==> config.mk <==
export PLATFORM = sky130hd
export DESIGN_NAME = adc_seq_ctrl
export DESIGN_NICKNAME = d
export VERILOG_FILES = /design/src/rtl/adc_seq_ctrl.sv
export SDC_FILE = /design/constraint.sdc
export NUM_CORES = 1
export LEC_CHECK = 0
export BUFFER_PORTS_ARGS = -buffer_cell sky130_fd_sc_hd__clkbuf_2
export CAP_MARGIN = 0
export CORE_ASPECT_RATIO = 0.6
export CORE_MARGIN = 2
export CORE_UTILIZATION = 45
export CTS_CLUSTER_DIAMETER = 40
export DETAILED_ROUTE_END_ITERATION = 10
export PLACE_DENSITY = 0.64
export SYNTH_ARGS = -nofsm -noshare
export SYNTH_HDL_FRONTEND = slang
export SYNTH_SLANG_ARGS = --single-unit
==> constraint.sdc <==
create_clock -name clk -period 8.1 [get_ports clk]
set_input_delay 1.62 -clock clk [delete_from_list [all_inputs] [get_ports clk]]
set_output_delay 1.62 -clock clk [all_outputs]
set_load 0.02 [all_outputs]
==> src/rtl/adc_seq_ctrl.sv <==
module adc_seq_ctrl #(
  parameter int DATA_W = 12,
  parameter int HALF   = 8,
  localparam int STEPS = 2 * HALF,
  localparam int PW    = $clog2(STEPS),
  localparam int HW    = $clog2(HALF)
) (
  input  logic              clk,
  input  logic              rst_n,
  input  logic              cascade,
  input  logic              start_stop,
  input  logic              irq_every_other,
  input  logic [PW-1:0]     max_conv1,
  input  logic [HW-1:0]     max_conv2,
  input  logic [STEPS*PW-1:0] chan_list,
  input  logic              trig_sw1,
  input  logic              trig_pwm_a,
  input  logic              trig_ext,
  input  logic              trig_sw2,
  input  logic              trig_pwm_b,
  input  logic              sw_reset1,
  input  logic              sw_reset2,
  output logic              conv_req,
  output logic [PW-1:0]     conv_chan,
  input  logic              conv_done,
  input  logic [DATA_W-1:0] conv_data,
  input  logic [PW-1:0]     rd_addr,
  output logic [DATA_W-1:0] rd_data,
  output logic              busy1,
  output logic              busy2,
  output logic              irq1,
  output logic              irq2
);

  logic [PW-1:0] ptr1, cnt1, last1, nxt1, slot, fld;
  logic [HW-1:0] ptr2, cnt2, nxt2;
  logic pend1, pend2, par1, par2, owner;
  logic [DATA_W-1:0] res [STEPS];

  wire go1  = trig_sw1 | trig_pwm_a | trig_ext;
  wire go2  = ~cascade & (trig_sw2 | trig_pwm_b);
  wire fin  = conv_req & conv_done;
  wire done1 = fin & ~owner;
  wire done2 = fin & owner;
  wire eos1 = done1 && (cnt1 == last1);
  wire eos2 = done2 && (cnt2 == max_conv2);

  assign last1 = cascade ? max_conv1 : {1'b0, max_conv1[HW-1:0]};
  assign nxt1  = cascade ? ptr1 + PW'(1) : {1'b0, ptr1[HW-1:0] + HW'(1)};
  assign nxt2  = ptr2 + HW'(1);
  assign slot  = owner ? {1'b1, ptr2} : ptr1;
  assign fld   = chan_list[slot*PW +: PW];
  assign conv_chan = cascade ? fld : {owner, fld[HW-1:0]};
  assign rd_data = res[rd_addr];

  always_ff @(posedge clk or negedge rst_n) begin
    if (!rst_n) begin
      ptr1 <= '0; cnt1 <= '0; busy1 <= 1'b0; pend1 <= 1'b0; par1 <= 1'b0; irq1 <= 1'b0;
    end else if (sw_reset1) begin
      ptr1 <= '0; cnt1 <= '0; busy1 <= 1'b0; pend1 <= 1'b0; par1 <= 1'b0; irq1 <= 1'b0;
    end else begin
      irq1 <= 1'b0;
      if (eos1) begin
        cnt1  <= '0;
        ptr1  <= start_stop ? nxt1 : '0;
        busy1 <= pend1 | go1;
        pend1 <= pend1 & go1;
        irq1  <= ~irq_every_other | par1;
        par1  <= irq_every_other & ~par1;
      end else begin
        if (done1) begin
          cnt1 <= cnt1 + PW'(1);
          ptr1 <= nxt1;
        end
        if (go1) begin
          if (busy1) pend1 <= 1'b1;
          else       busy1 <= 1'b1;
        end
      end
    end
  end

  always_ff @(posedge clk or negedge rst_n) begin
    if (!rst_n) begin
      ptr2 <= '0; cnt2 <= '0; busy2 <= 1'b0; pend2 <= 1'b0; par2 <= 1'b0; irq2 <= 1'b0;
    end else if (sw_reset2) begin
      ptr2 <= '0; cnt2 <= '0; busy2 <= 1'b0; pend2 <= 1'b0; par2 <= 1'b0; irq2 <= 1'b0;
    end else begin
      irq2 <= 1'b0;
      if (eos2) begin
        cnt2  <= '0;
        ptr2  <= start_stop ? nxt2 : '0;
        busy2 <= pend2 | go2;
        pend2 <= pend2 & go2;
        irq2  <= ~irq_every_other | par2;
        par2  <= irq_every_other & ~par2;
      end else begin
        if (done2) begin
          cnt2 <= cnt2 + HW'(1);
          ptr2 <= nxt2;
        end
        if (go2) begin
          if (busy2) pend2 <= 1'b1;
          else       busy2 <= 1'b1;
        end
      end
    end
  end

  always_ff @(posedge clk or negedge rst_n) begin
    if (!rst_n) begin
      conv_req <= 1'b0;
      owner    <= 1'b0;
    end else if (conv_req) begin
      if (fin || (sw_reset1 && !owner) || (sw_reset2 && owner)) conv_req <= 1'b0;
    end else if (busy1 && !sw_reset1) begin
      conv_req <= 1'b1;
      owner    <= 1'b0;
    end else if (busy2 && !cascade && !sw_reset2) begin
      conv_req <= 1'b1;
      owner    <= 1'b1;
    end
  end

  always_ff @(posedge clk or negedge rst_n) begin
    if (!rst_n) begin
      for (int i = 0; i < STEPS; i++) res[i] <= '0;
    end else if (fin) begin
      res[slot] <= conv_data;
    end
  end

endmodule

After elaboration in Yosys (flattened, before gate mapping)

Cells that the tools add are included.

Reduce and logical (&&, ||, !) cells: 26
$mul: 0
Div/mod/pow operators: 0
$add $sub $neg: 5
Eq/ne operators: 2
Shifts and indexed selects: 1
Order comparisons: 3
Mux-type cells: 52
Bitwise gates (word level): 23

Operators by type and width:

| operator                                                                      | count |
|---|---|
| 192-bit bitwise mux                                                           | 1 |
| 64-bit by 7-bit variable part select with 4-bit output                        | 1 |
| 12-bit binary-select mux with 4-bit select                                    | 1 |
| 12-bit demux with 4-bit select                                                | 1 |
| 4-bit 2-to-1 mux                                                              | 11 |
| 12-bit 2-to-1 mux                                                             | 3 |
| 1-bit 2-to-1 mux                                                              | 28 |
| 3-bit 2-to-1 mux                                                              | 7 |
| 3-bit nonzero test                                                            | 6 |
| 5-bit >= comparator (second input constant)                                   | 2 |
| 4-bit inverter with 5-bit output                                              | 2 |
| 3-bit by 1-bit adder with 3-bit output (second input constant)                | 3 |
| 4-bit by 1-bit adder with 4-bit output (second input constant)                | 2 |
| 1-bit bitwise AND                                                             | 8 |
| 1-bit logical AND                                                             | 8 |
| 1-bit OR                                                                      | 7 |
| 1-bit inverter                                                                | 6 |
| 2-bit AND reduction                                                           | 3 |
| 2-bit nonzero test                                                            | 3 |
| 5-bit by 1-bit less-than comparator with 1-bit output (second input constant) | 1 |
| 4-bit == test                                                                 | 1 |
| 1-bit logical NOT                                                             | 4 |
| 3-bit == test                                                                 | 1 |
| 1-bit logical OR                                                              | 2 |

Bits in writable memories: 0
Bits in latches: 0
Memories kept: 0
Bits in registers: 216
Memory bits (read-only): 0
Logic and storage cells: 142

Depth between registers and ports, before layout

Gate-level depths: netlist of run 1.

Depth in word-level cells: 7
Gate-level depth with buffers: 7

Worst setup path after synthesis of run 1

OpenSTA, ideal clock, no wires.

Path type: input -> output
Start: input rd_addr[0]
End: output rd_data[0]
Stages: 4
Path slack: 3.212 ns
Arrival time: 3.268 ns
Data required time: 6.480 ns
Cells stage by stage: buf_2 buf_2 mux4_2 mux4_2

Word-level cells in the longest chain between the ends: 4

Ends and longest elaborated chain:

| element                                                | RTL line | RTL |
|---|---|---|
| from (decl)                                            | 27       | `input logic [PW-1:0] rd_addr,` |
| 4-bit inverter with 5-bit output (implied by the code) | 54       | `assign rd_data = res[rd_addr];` |
| 12-bit binary-select mux with 4-bit select             | 54       |  |
| 12-bit 2-to-1 mux (implied by the code) (2 in a row)   | 54       |  |
| to (decl)                                              | 28       | `output logic [DATA_W-1:0] rd_data,` |

Every way passes these cells. The select of a mux whose other input is x is not followed.

Worst setup path in the final report of run 1

Start: input rd_addr[0]
End: output rd_data[5]

Same word-level chain as after synthesis.

==> run_results.csv, run 1 <==
group,metric,value,unit
grt,grt-ovfl-total,0,
detailed_routing,via_count,6811,
run,drv_cap,0,
setup_path,cp-end-kind,"output pin",
setup_path,r2r_slack,4.97,ns
yosys,synthAdderAreaFrac,0.478,%
setup_path,reg2reg_to,"res[138]",
detailed_routing,drt-initial-drc-count,614,
layout,fin_nets,933,
timing,worst_pin_slew,1.11,ns
grt,globalRouteTotalUtil,22.4,%
yosys,yosys_most_used_dff,"dfrtp_1",
timing,setup_slack,2.80,ns
clock_network,cts_tree,"done",
clock_network,clock_sinks,216,
yosys,synth_xor_area_share,1.00,%
yosys,synthSimpleGateAreaFrac,4.75,%
die,die_w,201,µm
die,rows,43,
yosys,yosysSeqAreaShare,51.6,%
yosys,syn_inst,718,
detailed_routing,drc,0,
pwr,power_frac_comb,17.5,%
hold_path,worstHoldStart,"res[91]",
setup_path,critical_path_class,"in2out",
clock_network,htreeDepth,1,
pwr,switching_power,856,µW
hold_path,worstHoldEndpoint,"res[91]",
detailed_routing,drt_first_pass_iters,5,
setup_path,reg2reg_depth,4,
clock_network,clock_latency,0.53,ns
die,dieArea,24600,µm²
setup_path,worstSetupStartpointType,"primary input",
detailed_routing,wl_per_cell,23.2,µm
timing,slew_headroom,25.8,%
pwr,power.share.clock,41.2,%
pwr,p_seq_share,41.3,%
setup_path,critPathMaxFanout,48,
timing,slew_violations,0,
detailed_routing,viasPerCell,5.85,
grt,grt_pass1_wl,42.1,mm
pwr,internal_power,2390,µW
die,die_y,122,µm
layout,diodes,0,
yosys,synth_compound_area_share,4.47,%
setup_path,crit_path_cell_trace,"buf_4, mux4_2, mux4_2, clkbuf_2",
layout,fillers,1844,
pwr,sw_frac_of_total,26.4,%
detailed_routing,drtAntennaViolNets,0,
yosys,syn_nets,822,
layout,synthToLayoutAreaGrowth,18.0,%
clock_network,cts_buffer_depth,3,
yosys,synth.area.mux_share,35.3,%
yosys,ys_seq_elements,216,
pwr,ir_worst_vdd,187,µV
yosys,async_flop_share,100,%
yosys,synth.distinct_cells,48,
setup_path,cp_num_buf_inv,2,
timing,tns,0,ns
setup_path,rr_startpoint,"owner",
timing,period_needed,5.30,ns
layout,regArea,5410,µm²
pwr,p_per_area,263,nW/µm²
place,port_buffers,120,
pwr,p_leak,0.00590,µW
timing,final.setup_skew,0.0105,ns
hold_path,holdPathStages,1,
setup_path,crit_family,"multiplexers",
clock_network,cts_made_buffers,27,
grt,grt_max_degree,138,
place,gp_congestion,0.875,
setup_path,cpPeakStageDelay,0.70,ns
place,dp_worst_setup_slack,2.73,ns
layout,layout-drive-gt1-share,52.7,%
yosys,synth_top_family_by_area,"multiplexers",
yosys,syn_area,10500,µm²
yosys,syn_area_per_cell,14.6,µm²
run_status,status,"completed",
place,dpl.hpwl,17.6,mm
setup_path,path_common_cell,"mux4_2",
layout,multiInputGateArea,4820,µm²
clock_network,ctsHoldBuffers,0,
detailed_routing,drt_wl_total,27.0,mm
grt,grt_pass1_vias,7234,
grt,antenna_found_initial,0,
timing,clock.fmax,189,MHz
die,core,23000,µm²
setup_path,slowest_stage,"buf_4",
clock_network,cts_post_setup_buffers_inserted,0,
setup_path,cp.required,6.48,ns
timing,finalCritPeriodShare,65.5,%
yosys,ys.warnings.count,0,
clock_network,clockRootBuffer,"clkbuf_16",
die,ios,121,
die,initial_utilization,45.6,%
timing,rsz0062_at_grt,"no",
clock_network,cts_resized,0,
timing,setup_viol,0,
clock_network,clk_pin_slew,0.06,ns
hold_path,hold_class,"reg2reg",
yosys,synth_edf_count,0,
setup_path,worstPathArrival,3.68,ns
timing,hold_viol,0,
worst max path at each step:
stage	from	end	cells past startpoint
after floorplan	rd_addr[0]	rd_data[0]	4
after global placement	rd_addr[0]	rd_data[5]	4
after detailed placement	rd_addr[0]	rd_data[5]	4
after CTS	rd_addr[0]	rd_data[5]	4
after global routing	rd_addr[0]	rd_data[5]	4
final	rd_addr[0]	rd_data[5]	4
placed cells by master (no fill, tap or decap), drive strengths merged, types with 5 or more instances in the layout:
master and instances:
nand3 6, buf 14, nor2b 5, a21oi 14, bufinv 7, a22oi 13, a22o 9, inv 11
nor2 26, xor2 7, xnor2 5, mux2 194, o21ai 14, nand2 30, mux4 66, clkbuf 149
nor3 10, dfrtp 216
worst register-to-register path, stage by stage (launching register included):
cell and delay, ns:
dfrtp_1 0.80, nor3b_1 0.47, or2_2 0.33, nand3_1 0.80
mux2_2 0.60
cells by family after synthesis:
logic type / count (synthesis)
muxes: 262
DFF: 216
and+or+nand+nor: 99
AOI/OAI and AO/OA: 69
buffers and inverters: 56
xor gates and xnor gates: 12
adders and majority gates: 4
cell usage after synthesis, types with 2 or more instances:
library cell    n  area [µm²]
nor2b_1         5        31.3
buf_1           3        11.3
buf_2          22         110
nor3b_1         3        22.5
mux4_1          2        52.6
xor2_1          7        61.3
nand4_1         4        25.0
nand3_1         6        30.0
and3b_1         2        17.5
mux2i_1         2        20.0
nand2_1        29         109
nor3_1         10        50.1
o21ai_0        14        70.1
a22o_1          9        78.8
a22oi_1        13        97.6
mux4_2         64        1440
o2111ai_1       2        17.5
a31oi_1         3        18.8
or2_2           4        25.0
a21boi_0        3        22.5
o21bai_1        2        15.0
a21oi_1        14        70.1
nor2_1         26        97.6
dfrtp_1       216        5410
xnor2_1         5        43.8
clkbuf_1       24        90.1
or3_1           2        12.5
a211o_1         3        26.3
ha_1            4        50.1
mux2_2        193        2170
inv_1           5        18.8
power groups by stage:
| stage | sequential [µW] | combinational [µW] | clock, µW |
|---|---|---|---|
| floorplan | 1310 | 431 | 0 |
| global placement | 1350 | 541 | 0 |
| detailed placement | 1350 | 568 | 0 |
| CTS | 1330 | 571 | 1360 |
| global route | 1360 | 611 | 1410 |
| finish | 1340 | 569 | 1340 |
stage by stage:
step / utilization, % / hold WS [ns] / cell area (µm²) / power, µW / instances
floorplan: - / 0.474 / 10500 / 1740 / 718
CTS: 53.8 / 0.504 / 12400 / 3270 / 1165
finish: 53.8 / 0.503 / 12400 / 3250 / 1165
global placement: 49.4 / 0.483 / 11400 / 1890 / 1115
global route: 53.8 / 0.519 / 12400 / 3380 / 1165
detailed placement: 49.4 / 0.491 / 11400 / 1920 / 1115
routing by layer:
metal / GRT usage [%] / routed length [µm] / up-vias
met2: 35.9 / 12700 / 201
met5: 0 / 0 / -
met4: 5.83 / 533 / 0
met1: 31.4 / 12100 / 3625
met3: 4.90 / 1650 / 49
li1: - / - / 2936
area by class of cell:
type	instances	area share, %
Clock inverter	20	2.58
Timing Repair Buffer	133	5.74
Clock buffer	30	5.64
Inverter	5	0.152
Multi-Input combinational cell	446	39.0
Sequential cell	216	43.7
Tap cell	315	3.19
registers in the layout (all words and copies together) (netlist names), 3 cells and up:
| signal | count |
|---|---|
| cnt2 | 3 |
| ptr1 | 4 |
| cnt1 | 4 |
| ptr2 | 3 |
| res | 192 |
(Power assumes the default switching activity.)
==> run 2, diff against run 1 <==
--- a/config.mk
+++ b/config.mk
@@ -12,7 +12,7 @@
 export CORE_UTILIZATION = 45
 export CTS_CLUSTER_DIAMETER = 40
 export DETAILED_ROUTE_END_ITERATION = 10
-export PLACE_DENSITY = 0.64
+export PLACE_DENSITY = 0.67
 export SYNTH_ARGS = -nofsm -noshare
 export SYNTH_HDL_FRONTEND = slang
 export SYNTH_SLANG_ARGS = --single-unit
==> constraint.sdc (replaced) <==
create_clock -name clk -period 4.6 [get_ports clk]
set_input_delay 0.92 -clock clk [delete_from_list [all_inputs] [get_ports clk]]
set_output_delay 0.92 -clock clk [all_outputs]
set_load 0.02 [all_outputs]
==> run_results.csv, run 2 (same netlist as run 1, synthesis figures left out) <==
group,metric,value,unit
run,drv_cap,0,
layout,top_register,"res",
detailed_routing,drtAntennaViolNets,0,
timing,hold_viol,0,
detailed_routing,drt_wl_total,26.0,mm
clock_network,cts_resized,0,
setup_path,critical_path_class,"in2out",
timing,setup_viol,0,
place,port_buffers,120,
setup_path,cp-end-kind,"output pin",
timing,rsz0062_at_grt,"no",
clock_network,clk_pin_slew,0.06,ns
place,dpl.hpwl,17.3,mm
clock_network,ctsHoldBuffers,0,
layout,largest_reg_flops,192,
clock_network,cts_tree,"done",
clock_network,htreeDepth,1,
grt,grt_pass1_vias,6789,
layout,reg_top3,"res: 192 flops, cnt1: 4 flops, ptr1: 4 flops",
pwr,p_leak,0.00590,µW
die,die_y,122,µm
setup_path,critPathMaxFanout,20,
die,core,23000,µm²
grt,grt-ovfl-total,0,
die,rows,43,
setup_path,slowest_stage,"mux4_2",
layout,fin_nets,936,
detailed_routing,wl_per_cell,22.3,µm
detailed_routing,drc,0,
die,die_w,201,µm
detailed_routing,viasPerCell,5.77,
timing,period_needed,3.73,ns
timing,clock.fmax,268,MHz
place,gp_congestion,0.839,
setup_path,worstPathArrival,2.81,ns
grt,grt_max_degree,87,
layout,synthToLayoutAreaGrowth,17.8,%
die,initial_utilization,45.6,%
grt,antenna_found_initial,0,
detailed_routing,drt_first_pass_iters,5,
grt,grt_pass1_wl,41.1,mm
layout,final_common_cell,"dfrtp_1",
layout,fillers,1885,
layout,final_cell_mix,"dfrtp_1 (216), mux2_2 (193), clkbuf_2 (118)",
setup_path,cpPeakStageDelay,0.53,ns
layout,diodes,0,
clock_network,cts_made_buffers,26,
place,dp_cells,1119,
setup_path,cp.required,3.68,ns
hold_path,hold_class,"in2async",
timing,tns,0,ns
grt,globalRouteTotalUtil,21.8,%
clock_network,clock_sinks,216,
timing,finalCritPeriodShare,81.2,%
die,ios,121,
detailed_routing,drt-initial-drc-count,517,
die,dieArea,24600,µm²
timing,slew_violations,0,
timing,final.setup_skew,0.0144,ns
timing,worst_pin_slew,0.861,ns
pwr,p_per_area,452,nW/µm²
setup_path,worstSetupStartpointType,"primary input",
detailed_routing,via_count,6726,
clock_network,clock_latency,0.52,ns
timing,slew_headroom,42.5,%
layout,final_cell_count_no_fill,1166,
clock_network,cts_buffer_depth,3,
layout,layout-drive-gt1-share,52.8,%
pwr,ir_worst_vdd,304,µV
setup_path,crit_path_cell_trace,"buf_4, buf_4, mux4_2, mux4_2, clkbuf_2",
run_status,status,"completed",
clock_network,clockRootBuffer,"clkbuf_16",
clock_network,cts_post_setup_buffers_inserted,0,
[run 2: path summary, 6_finish.rpt]
| kind | endpoint | startpoint | slack, ns | cells after the start |
|---|---|---|---|---|
| worst max-delay path | rd_data[11] | rd_addr[0] | 0.87 | 5 |
| worst min-delay path | res[186] | rst_n | 0.37 | 1 |
| worst max register to register | res[143] | owner | 1.80 | 5 |
| worst min register to register | res[118] | res[118] | 0.50 | 1 |
| max in group asynchronous | cnt1[3] | rst_n | 3.18 | 2 |
| min in group clk | res[118] | res[118] | 0.50 | 1 |
[run 2: area by class of cell]
cell class	count	area, µm²	area share (%)
Tap cell	315	394	3.19
Clock inverter	16	220	1.78
Clock buffer	31	711	5.76
Timing Repair Buffer	137	766	6.21
Multi-Input combinational cell	446	4820	39.1
Sequential cell	216	5410	43.8
Inverter	5	18.8	0.152
[run 2: per-stage QoR]
step / utilization (%) / worst slack (ns) / power [µW] / hold WS [ns] / area (µm²)
2_1_floorplan: - / 1.11 / 3060 / 0.474 / 10500
3_3_place_gp: 49.7 / 0.861 / 3370 / 0.486 / 11400
3_5_place_dp: 49.7 / 0.838 / 3400 / 0.489 / 11400
4_1_cts: 53.7 / 0.826 / 5600 / 0.404 / 12300
5_1_grt: 53.7 / 0.753 / 5790 / 0.434 / 12300
6_report: 53.7 / 0.866 / 5580 / 0.375 / 12300
[run 2: power breakdown]
group | total, µW | internal [µW] | switching, µW
clock network | 2200 | 1350 | 852
registers | 2360 | 2170 | 189
logic | 1020 | 542 | 478
[run 2: routing by layer]
| metal | up-vias | global-route usage [%] | wire, µm |
|---|---|---|---|
| li1 | 2954 | - | - |
| met1 | 3559 | 34.7 | 13300 |
| met2 | 178 | 30.6 | 10700 |
| met3 | 35 | 4.63 | 1510 |
| met4 | 0 | 4.40 | 467 |
| met5 | - | 0 | 0 |
[run 2: worst max-delay path, delay by kind of cell]
family / cells / cell delay (ns)
buffers and inverters: 3 / 0.85
multiplexers: 2 / 1.04
